## src/rtl/pwr_ctrl_pkg.sv

```systemverilog
package pwr_ctrl_pkg;
  localparam int REG_W     = 8;
  localparam int BIT_IDLE  = 0;
  localparam int BIT_PDOWN = 1;
  localparam int BIT_GF0   = 2;
  localparam int BIT_GF1   = 3;
  localparam int BIT_BAUD  = 7;
  // bits that hold state; the rest read as zero
  localparam logic [REG_W-1:0] STORE_MASK = 8'b1000_1111;

  typedef enum logic [1:0] {
    MODE_RUN   = 2'd0,
    MODE_LIGHT = 2'd1,
    MODE_DEEP  = 2'd2
  } pwr_mode_e;
endpackage

```

## src/rtl/pwr_ctrl_reg.sv

```systemverilog
module pwr_ctrl_reg
  import pwr_ctrl_pkg::*;
(
  input  logic             clk,
  input  logic             rst_n,
  input  logic             wr_hit,
  input  logic [REG_W-1:0] wdata,
  input  logic             wake,
  output logic [REG_W-1:0] q
);
  logic [REG_W-1:0] d_next;

  always_comb begin
    d_next = q;
    if (wr_hit) d_next = wdata;
    if (wake) begin
      d_next[BIT_IDLE]  = 1'b0;
      d_next[BIT_PDOWN] = 1'b0;
    end
  end

  for (genvar i = 0; i < REG_W; i++) begin : g_bit
    if (STORE_MASK[i]) begin : g_store
      always_ff @(posedge clk or negedge rst_n) begin
        if (!rst_n) q[i] <= 1'b0;
        else        q[i] <= d_next[i];
      end
    end else begin : g_rsvd
      assign q[i] = 1'b0;
    end
  end

  AST_WAKE_CLEARS_MODE: assert property (@(posedge clk) disable iff (!rst_n)
    wake |=> (q[BIT_IDLE] == 1'b0 && q[BIT_PDOWN] == 1'b0));
  AST_WAKE_KEEPS_FLAGS: assert property (@(posedge clk) disable iff (!rst_n)
    (wake && !wr_hit) |=> $stable({q[BIT_BAUD], q[BIT_GF1], q[BIT_GF0]}));
  AST_QUIET_HOLDS: assert property (@(posedge clk) disable iff (!rst_n)
    (!wake && !wr_hit) |=> $stable(q));
endmodule

```

## src/rtl/pwr_mode_decode.sv

```systemverilog
module pwr_mode_decode
  import pwr_ctrl_pkg::*;
(
  input  logic      clk,
  input  logic      rst_n,
  input  logic      light_req,
  input  logic      deep_req,
  output pwr_mode_e mode,
  output logic      cpu_en,
  output logic      osc_en
);
  always_comb begin
    if (deep_req)       mode = MODE_DEEP;
    else if (light_req) mode = MODE_LIGHT;
    else                mode = MODE_RUN;
  end

  assign cpu_en = (mode == MODE_RUN);
  assign osc_en = (mode != MODE_DEEP);

  AST_OSC_OFF_CPU_OFF: assert property (@(posedge clk) disable iff (!rst_n)
    !osc_en |-> !cpu_en);
  AST_DEEP_WINS: assert property (@(posedge clk) disable iff (!rst_n)
    deep_req |-> (!osc_en && mode == MODE_DEEP));
  AST_LIGHT_KEEPS_OSC: assert property (@(posedge clk) disable iff (!rst_n)
    (light_req && !deep_req) |-> (osc_en && !cpu_en));
endmodule

```

## src/rtl/pwr_sfr_port.sv

```systemverilog
module pwr_sfr_port
  import pwr_ctrl_pkg::*;
#(
  parameter int               ADDR_W   = 8,
  parameter logic [ADDR_W-1:0] REG_ADDR = 8'h87
)(
  input  logic              clk,
  input  logic              rst_n,
  input  logic [ADDR_W-1:0] addr,
  input  logic              wr_en,
  input  logic [REG_W-1:0]  reg_q,
  output logic              wr_hit,
  output logic [REG_W-1:0]  rd_data
);
  logic sel;
  assign sel     = (addr == REG_ADDR);
  assign wr_hit  = sel && wr_en;
  assign rd_data = sel ? reg_q : '0;

  AST_MISS_READS_ZERO: assert property (@(posedge clk) disable iff (!rst_n)
    (addr != REG_ADDR) |-> (rd_data == '0));
endmodule

```

## src/rtl/pwr_clk_ctrl.sv

```systemverilog
module pwr_clk_ctrl
  import pwr_ctrl_pkg::*;
#(
  parameter int               ADDR_W   = 8,
  parameter logic [ADDR_W-1:0] REG_ADDR = 8'h87
)(
  input  logic              clk,
  input  logic              rst_n,
  input  logic [ADDR_W-1:0] sfr_addr,
  input  logic              sfr_wr_en,
  input  logic [REG_W-1:0]  sfr_wdata,
  output logic [REG_W-1:0]  sfr_rd_data,
  input  logic              irq_wake,
  output logic              cpu_clk_en,
  output logic              osc_clk_en,
  output logic [1:0]        pwr_mode,
  output logic              baud_double,
  output logic [1:0]        gp_flag
);
  logic             wr_hit;
  logic [REG_W-1:0] reg_q;
  pwr_mode_e        mode;

  pwr_sfr_port #(.ADDR_W(ADDR_W), .REG_ADDR(REG_ADDR)) u_port (
    .clk(clk), .rst_n(rst_n), .addr(sfr_addr), .wr_en(sfr_wr_en),
    .reg_q(reg_q), .wr_hit(wr_hit), .rd_data(sfr_rd_data)
  );

  pwr_ctrl_reg u_reg (
    .clk(clk), .rst_n(rst_n), .wr_hit(wr_hit), .wdata(sfr_wdata),
    .wake(irq_wake), .q(reg_q)
  );

  pwr_mode_decode u_dec (
    .clk(clk), .rst_n(rst_n), .light_req(reg_q[BIT_IDLE]),
    .deep_req(reg_q[BIT_PDOWN]), .mode(mode),
    .cpu_en(cpu_clk_en), .osc_en(osc_clk_en)
  );

  assign pwr_mode    = mode;
  assign baud_double = reg_q[BIT_BAUD];
  assign gp_flag     = {reg_q[BIT_GF1], reg_q[BIT_GF0]};

  AST_ENABLES_STEADY: assert property (@(posedge clk) disable iff (!rst_n)
    (!wr_hit && !irq_wake) |=> ($stable(cpu_clk_en) && $stable(osc_clk_en)));
  AST_WAKE_RUNS: assert property (@(posedge clk) disable iff (!rst_n)
    irq_wake |=> (cpu_clk_en && osc_clk_en));
endmodule

```

## config.mk

```make
export PLATFORM = sky130hd
export DESIGN_NAME = pwr_clk_ctrl
export DESIGN_NICKNAME = d
export VERILOG_FILES = /design/src/rtl/pwr_ctrl_pkg.sv /design/src/rtl/pwr_ctrl_reg.sv /design/src/rtl/pwr_mode_decode.sv /design/src/rtl/pwr_sfr_port.sv /design/src/rtl/pwr_clk_ctrl.sv
export SDC_FILE = /design/constraint.sdc
export NUM_CORES = 1
export LEC_CHECK = 0
export CELL_PAD_IN_SITES_DETAIL_PLACEMENT = 1
export CELL_PAD_IN_SITES_GLOBAL_PLACEMENT = 1
export CORE_AREA = 10 10 54 56
export DETAILED_ROUTE_END_ITERATION = 6
export DIE_AREA = 0 0 64 66
export GPL_TIMING_DRIVEN = 0
export PLACE_DENSITY_LB_ADDON = 0.2
export SYNTH_ARGS = -nofsm -noshare
export SYNTH_HDL_FRONTEND = slang
export SYNTH_SLANG_ARGS = --single-unit
```

## constraint.sdc

```tcl
create_clock -name clk -period 2.09 [get_ports clk]
set_input_delay 0.3135 -clock clk [delete_from_list [all_inputs] [get_ports clk]]
set_output_delay 0.3135 -clock clk [all_outputs]
set_load 0.005 [all_outputs]
```

==> results of run 1 <==
## cell families (layout without fill, tap and decap cells)
logic type | Yosys count | after routing
buffers and inverters | 6 | 43
multiplexers | 3 | 3
AND/OR/NAND/NOR | 14 | 14
flip-flops | 5 | 5
other | 1 | 3
AO/OA/AOI/OAI | 4 | 4
## per-layer routing
layer	up-vias	part of all wire, %
li1	196	-
met1	184	39
met2	25	46
met3	0	14
met4	0	0
met5	-	0
## where the power goes
part / total, mW / internal (mW) / switching, mW
Clock: 0.112 / 0.0722 / 0.0396
Sequential: 0.102 / 0.100 / 0.00234
Combinational: 0.0623 / 0.0412 / 0.0211
Total: 0.276 / 0.213 / 0.0630
## area by class of cell
cell class	count	area (sq um)	area share (%)
plain buffers	4	30.03	4.082
clock buffers	4	26.28	3.571
well taps	27	33.78	4.592
flip-flops and latches	5	125.1	17.01
multi-input cells	24	201.4	27.38
repair buffers	33	311.5	42.35
inverters	2	7.507	1.020
## metrics by stage
| stage | instance area, sq um | instances | hold WS (ps) |
|---|---|---|---|
| after floorplan | 342.8 | 35 | 17.91 |
| after global placement | 656.9 | 90 | 524.6 |
| after detailed placement | 656.9 | 90 | 536.4 |
| after CTS | 725.7 | 98 | 300.4 |
| after global routing | 735.7 | 99 | 297.1 |
| final | 735.7 | 99 | 302.5 |
## worst paths after layout
kind / to / slack [ps] / depth (start not counted)
max in group asynchronous: u_reg.q[0]$_DFFE_PN0P_ / 1590 / 1
min in group clk: u_reg.q[7]$_DFFE_PN0P_ / 550 / 1
hold reg to reg: u_reg.q[7]$_DFFE_PN0P_ / 550 / 1
setup / recovery: sfr_rd_data[1] / 140 / 4
hold / removal: u_reg.q[7]$_DFFE_PN0P_ / 300 / 1
setup reg to reg: u_reg.q[2]$_DFFE_PN0P_ / 1310 / 1
## repair_timing
action / in CTS / in global routing
hold endpoints to repair: 0 / 0
setup endpoints to repair: 5 / 1
pin swaps: 5 / 1
gates resized for setup: 11 / 1
setup buffers: 4 / 1
## placed cells by master, fill, tap and decap left out, drive strengths merged
cell type,netlist,final
nor2b,1,1
nand4b,1,1
mux2,3,3
buf,4,9
and3,4,4
o31ai,2,2
nor3,2,2
nand4,2,2
conb,1,3
a21oi,2,2
inv,2,2
nor4b,1,1
clkdlybuf4s50,0,20
or4b,1,1
and4b,1,1
dlygate4sd2,0,7
dfrtp,5,5
nor2,1,1
dlymetal6s2s,0,1
clkbuf,0,4
==> flow_summary_export.csv, run 1 <==
group,metric,value,unit
worst_setup_path,crit-reg2reg-launch,"u_reg.q[2]$_DFFE_PN0P_",
yosys,ys_types,17,
route,drt_iter0_drc,1,
yosys,synth_top_family_by_area,"simple AND/OR/NAND/NOR gates",
worst_setup_path,path_cells,"clkdlybuf4s50_1 > or4b_4 > nor3_2 > dlygate4sd2_1",
pwr,cellPowerDensity,375.7,nW/um^2
pwr,p_leak,0.3685,nW
timing,post-route-worst-setup-slack,135.8,ps
global_route,gr-usage-met1,7.605,%
worst_setup_path,critPathCaptureType,"output pin",
global_route,grt_pass1_vias,443,
timing,finalCritPeriodShare,93.50,%
global_route,grt_overflow,0,
global_route,track_usage,7.227,%
yosys,synth_edf_count,0,
yosys,ys_ff_latch,5,
timing,rsz0062_at_grt,"false",
flow_run,drv_cap,0,
final_layout,largest_register_ffs,5,
worst_setup_path,cpMaxStageDelayCell,"clkdlybuf4s50_1",
route,drt-vias-per-instance,4.091,
worst_setup_path,critPathTopFamily,"buffers and inverters",
die,fp-row-count,16,
yosys,synthDominantCellAreaShare,37.31,%
timing,finalClockSkew,0,ps
worst_setup_path,path_buf_inv,2,
global_route,grtUsageMet2,10.45,%
placed_design,io_buffers,28,
cts,path_clk_slew,40,ps
final_layout,drive_gt1_share,27.78,%
timing,finalCriticalPeriod,1954,ps
cts,cts_tree,"built",
pwr,vdd_drop_max,0.1720,mV
timing,finalSetupTns,0,ps
yosys,ys.flop_type,"dfrtp_1",
global_route,grt_use_met3,5.085,%
yosys,syn_avg_cell_area,10.16,sq um
final_layout,antenna_cells,0,
final_layout,fill_cells,231,
global_route,top_usage_layer,"met2",
route,vias,405,
yosys,syn-instance-count,33,
yosys,synth.most_common_cell,"dfrtp_1",
worst_setup_path,start_kind,"input pin",
cts,numCtsBuffers,3,
worst_hold_path,hold_class,"input pin to async pin",
cts,cts_num_sinks,5,
global_route,grt_max_degree,7,
yosys,seq_area_frac_synth,37.31,%
route,ant_nets,0,
worst_setup_path,max_stage_delay,490,ps
yosys,synth-compound-area-share,7.463,%
die,io_pins,35,
die,die_area,4224,sq um
worst_setup_path,crit_start,"sfr_addr[7]",
yosys,yosys_warnings,0,
yosys,synth_xor_area_share,0,%
yosys,synth_area_leaders,"dfrtp_1 37%, mux2_2 10%, buf_4 9.0%, and3_1 7.5%, nor3_4 4.9%",
worst_setup_path,crit_type,"input pin to output pin",
timing,setup_violations,0,
pwr,finalPower,0.2764,mW
global_route,antenna_found_initial,0,
timing,max_freq,0.5117,GHz
timing,hold_viol_final,0,
final_layout,area_growth,119.4,%
worst_setup_path,critPathMaxFanout,2,
cts,clkLatencyLatePin,240,ps
status,status,"complete, no violations",
final_layout,finish.utilization,38.68,%
yosys,synthMuxAreaShare,10.07,%
final_layout,largest_register,"u_reg.q",
yosys,synthSimpleGateAreaFrac,32.84,%
route,wl_per_cell,15.15,microns
yosys,synthAdderAreaFrac,0,%
cts,htree_num_levels,1,
cts,cts_buffer_depth,2,
placed_design,globalplace.congestion,0.7598,
route,routed_wl,1500,microns
route,drc,0,
die,start_util,17.63,%
final_layout,reg.largest.list,"u_reg.q (5)",
placed_design,hpwl,1185,microns
yosys,synth_common_cells,"5 x dfrtp_1, 4 x and3_1, 4 x buf_4",
global_route,grt_first_pass_wirelength,2290,microns
yosys,synth_area,335.3,sq um
die,fp.dieH,66,microns
route,firstDrtPassIters,5,
cts,cts-root-buf,"clkbuf_4",
die,coreArea,1902,sq um
placed_design,pre_cts_ws,-631.8,ps
die,chipWidth,64,microns
worst_setup_path,cp_data_arrival_time,1640,ps
final_layout,final_nets,93,
worst_setup_path,critPathRequiredTime,1780,ps
cts,cts_hold_repair.buffers,0,
yosys,async_flop_share,100.0,%
timing,drv_slew,0,
yosys,synth_area_leader_cell,"dfrtp_1",
Power figures use the tool's default switching activity.
==> run 2, diff against run 1 <==
--- a/config.mk
+++ b/config.mk
@@ -7,2 +7,3 @@
 export LEC_CHECK = 0
+export CAP_MARGIN = 0
 export CELL_PAD_IN_SITES_DETAIL_PLACEMENT = 1
@@ -14,2 +15,3 @@
 export PLACE_DENSITY_LB_ADDON = 0.2
+export SLEW_MARGIN = 20
 export SYNTH_ARGS = -nofsm -noshare
==> constraint.sdc (replaced) <==
create_clock -name clk -period 2.09 [get_ports clk]
set_input_delay 0.209 -clock clk [delete_from_list [all_inputs] [get_ports clk]]
set_output_delay 0.209 -clock clk [all_outputs]
set_load 0.005 [all_outputs]
==> run 2 against run 1 <==
- via count down 3.5%
- global-route usage up 0.069 points
- worst setup slack got worse by 3.4 ps
- core utilization shrank 0.13 points
- largest cell class unchanged
- clock skew unchanged
- clock power is essentially flat
- sequential share of layout area up 0.058 points
==> flow_summary_export.csv, run 2 (synthesized netlist as in run 1, its figures left out) <==
group,metric,value,unit
final_layout,finish.utilization,38.55,%
route,drt_iter0_drc,3,
die,chipWidth,64,microns
cts,cts_buffer_depth,2,
final_layout,fin_cells,97,
cts,cts_tree,"built",
global_route,grt_overflow,0,
worst_setup_path,cp_data_arrival_time,1750,ps
timing,holdWs,193.9,ps
placed_design,pre_cts_ws,-422.8,ps
timing,rsz0062_at_grt,"false",
timing,finalClockSkew,0,ps
route,vias,391,
final_layout,final_common_cell,"clkdlybuf4s50_1",
route,drt-vias-per-instance,4.031,
global_route,track_usage,7.296,%
final_layout,seq_area,125.1,sq um
route,wl_met1,614,microns
route,firstDrtPassIters,2,
worst_setup_path,crit_start,"sfr_addr[5]",
cts,path_clk_slew,40,ps
cts,htree_num_levels,1,
timing,drv_slew,0,
cts,numCtsBuffers,3,
pwr,finalPower,0.2761,mW
worst_setup_path,critPathMaxFanout,5,
final_layout,area_growth,118.7,%
die,fp.dieH,66,microns
route,met2_wirelength,689,microns
route,wl_met3,213,microns
final_layout,fill_cells,223,
die,io_pins,35,
cts,cts-root-buf,"clkbuf_4",
die,die_area,4224,sq um
worst_setup_path,critPathRequiredTime,1880,ps
pwr,cellPowerDensity,376.6,nW/um^2
final_layout,multi_input_area,200.2,sq um
status,status,"complete, no violations",
timing,hold_viol_final,0,
timing,max_freq,0.5108,GHz
final_layout,largest_register,"u_reg.q",
final_layout,final_nets,91,
timing,finalCritPeriodShare,93.66,%
die,coreArea,1902,sq um
worst_setup_path,crit-reg2reg-launch,"u_reg.q[2]$_DFFE_PN0P_",
worst_setup_path,crit_type,"input pin to output pin",
worst_setup_path,start_kind,"input pin",
route,routed_wl,1517,microns
timing,setup_violations,0,
final_layout,drive_gt1_share,24.29,%
die,start_util,17.63,%
final_layout,antenna_cells,0,
route,wl_per_cell,15.64,microns
final_layout,largest_register_ffs,5,
placed_design,globalplace.congestion,0.7598,
timing,finalCriticalPeriod,1958,ps
cts,clkLatencyLatePin,240,ps
die,fp-row-count,16,
global_route,grt_pass1_vias,438,
cts,cts_hold_repair.buffers,0,
global_route,grt_max_degree,7,
route,top_layer_used,"met3",
global_route,grt_first_pass_wirelength,2297,microns
final_layout,mostFrequentLayoutCells,"25 x clkdlybuf4s50_1, 7 x buf_4, 5 x dfrtp_1",
final_layout,reg.largest.list,"u_reg.q (5)",
route,ant_nets,0,
placed_design,io_buffers,28,
worst_hold_path,hold_class,"input pin to async pin",
placed_design,hpwl,1185,microns
pwr,p_leak,0.3531,nW
route,drc,0,
flow_run,drv_cap,0,
worst_setup_path,worstRegToRegCells,1,
pwr,vdd_drop_max,0.1679,mV
worst_setup_path,r2r-end,"u_reg.q[2]$_DFFE_PN0P_",
worst_setup_path,critPathCaptureType,"output pin",
worst_setup_path,ff2ff_setup_slack,1300,ps
timing,post-route-worst-setup-slack,132.4,ps
worst_setup_path,endpoint,"sfr_rd_data[7]",
global_route,antenna_found_initial,0,
cts,cts_num_sinks,5,
placed_design,place_inst,90,
-- run 2: critical path, cell delays in order --
cell and delay, ps:
clkdlybuf4s50_1 480, nor4b_4 220, buf_4 170, and3_1 150, clkdlybuf4s50_1 510
-- run 2: per-stage QoR --
step	area [sq um]	TNS, ps
after global placement	656.9	-1615
after floorplan	342.8	0
final	733.2	0
after global routing	733.2	0
after detailed placement	656.9	-1744
after CTS	710.7	-5.145
-- run 2: cell type report --
type,count,area share (%)
timing repair buffer,31,42.32
multi-input combinational,24,27.30
sequential,5,17.06
tap,27,4.608
buffer,4,4.096
clock buffer,4,3.584
inverter,2,1.024
-- run 2: worst min path at each step --
stage               start                     end  slack (ps)  cells after the start
finish              rst_n  u_reg.q[3]$_DFFE_PN0P_         190                      1
global route        rst_n  u_reg.q[3]$_DFFE_PN0P_         190                      1
CTS                 rst_n  u_reg.q[0]$_DFFE_PN0P_         200                      1
detailed placement  rst_n  u_reg.q[0]$_DFFE_PN0P_         450                      1
global placement    rst_n  u_reg.q[1]$_DFFE_PN0P_         460                      1
floorplan           rst_n  u_reg.q[0]$_DFFE_PN0P_         -90                      0
-- run 2: repair_timing --
action | 4_1_cts | 5_1_grt
pin swaps | 1 | 1
setup endpoints to repair | 5 | 5
setup buffers | 1 | 2
resized for setup | 3 | 3
-- run 2: power breakdown --
group	switching (mW)	leakage, nW	internal [mW]
Combinational	0.0207	0.269	0.0416
Clock	0.0392	0.0150	0.0722
Sequential	0.00238	0.0693	0.100
-- run 2: layer usage --
layer,up-vias,GRT usage [%]
li1,191,-
met1,177,7.700
met2,23,10.32
met3,0,5.424
met4,0,4.098
met5,-,0
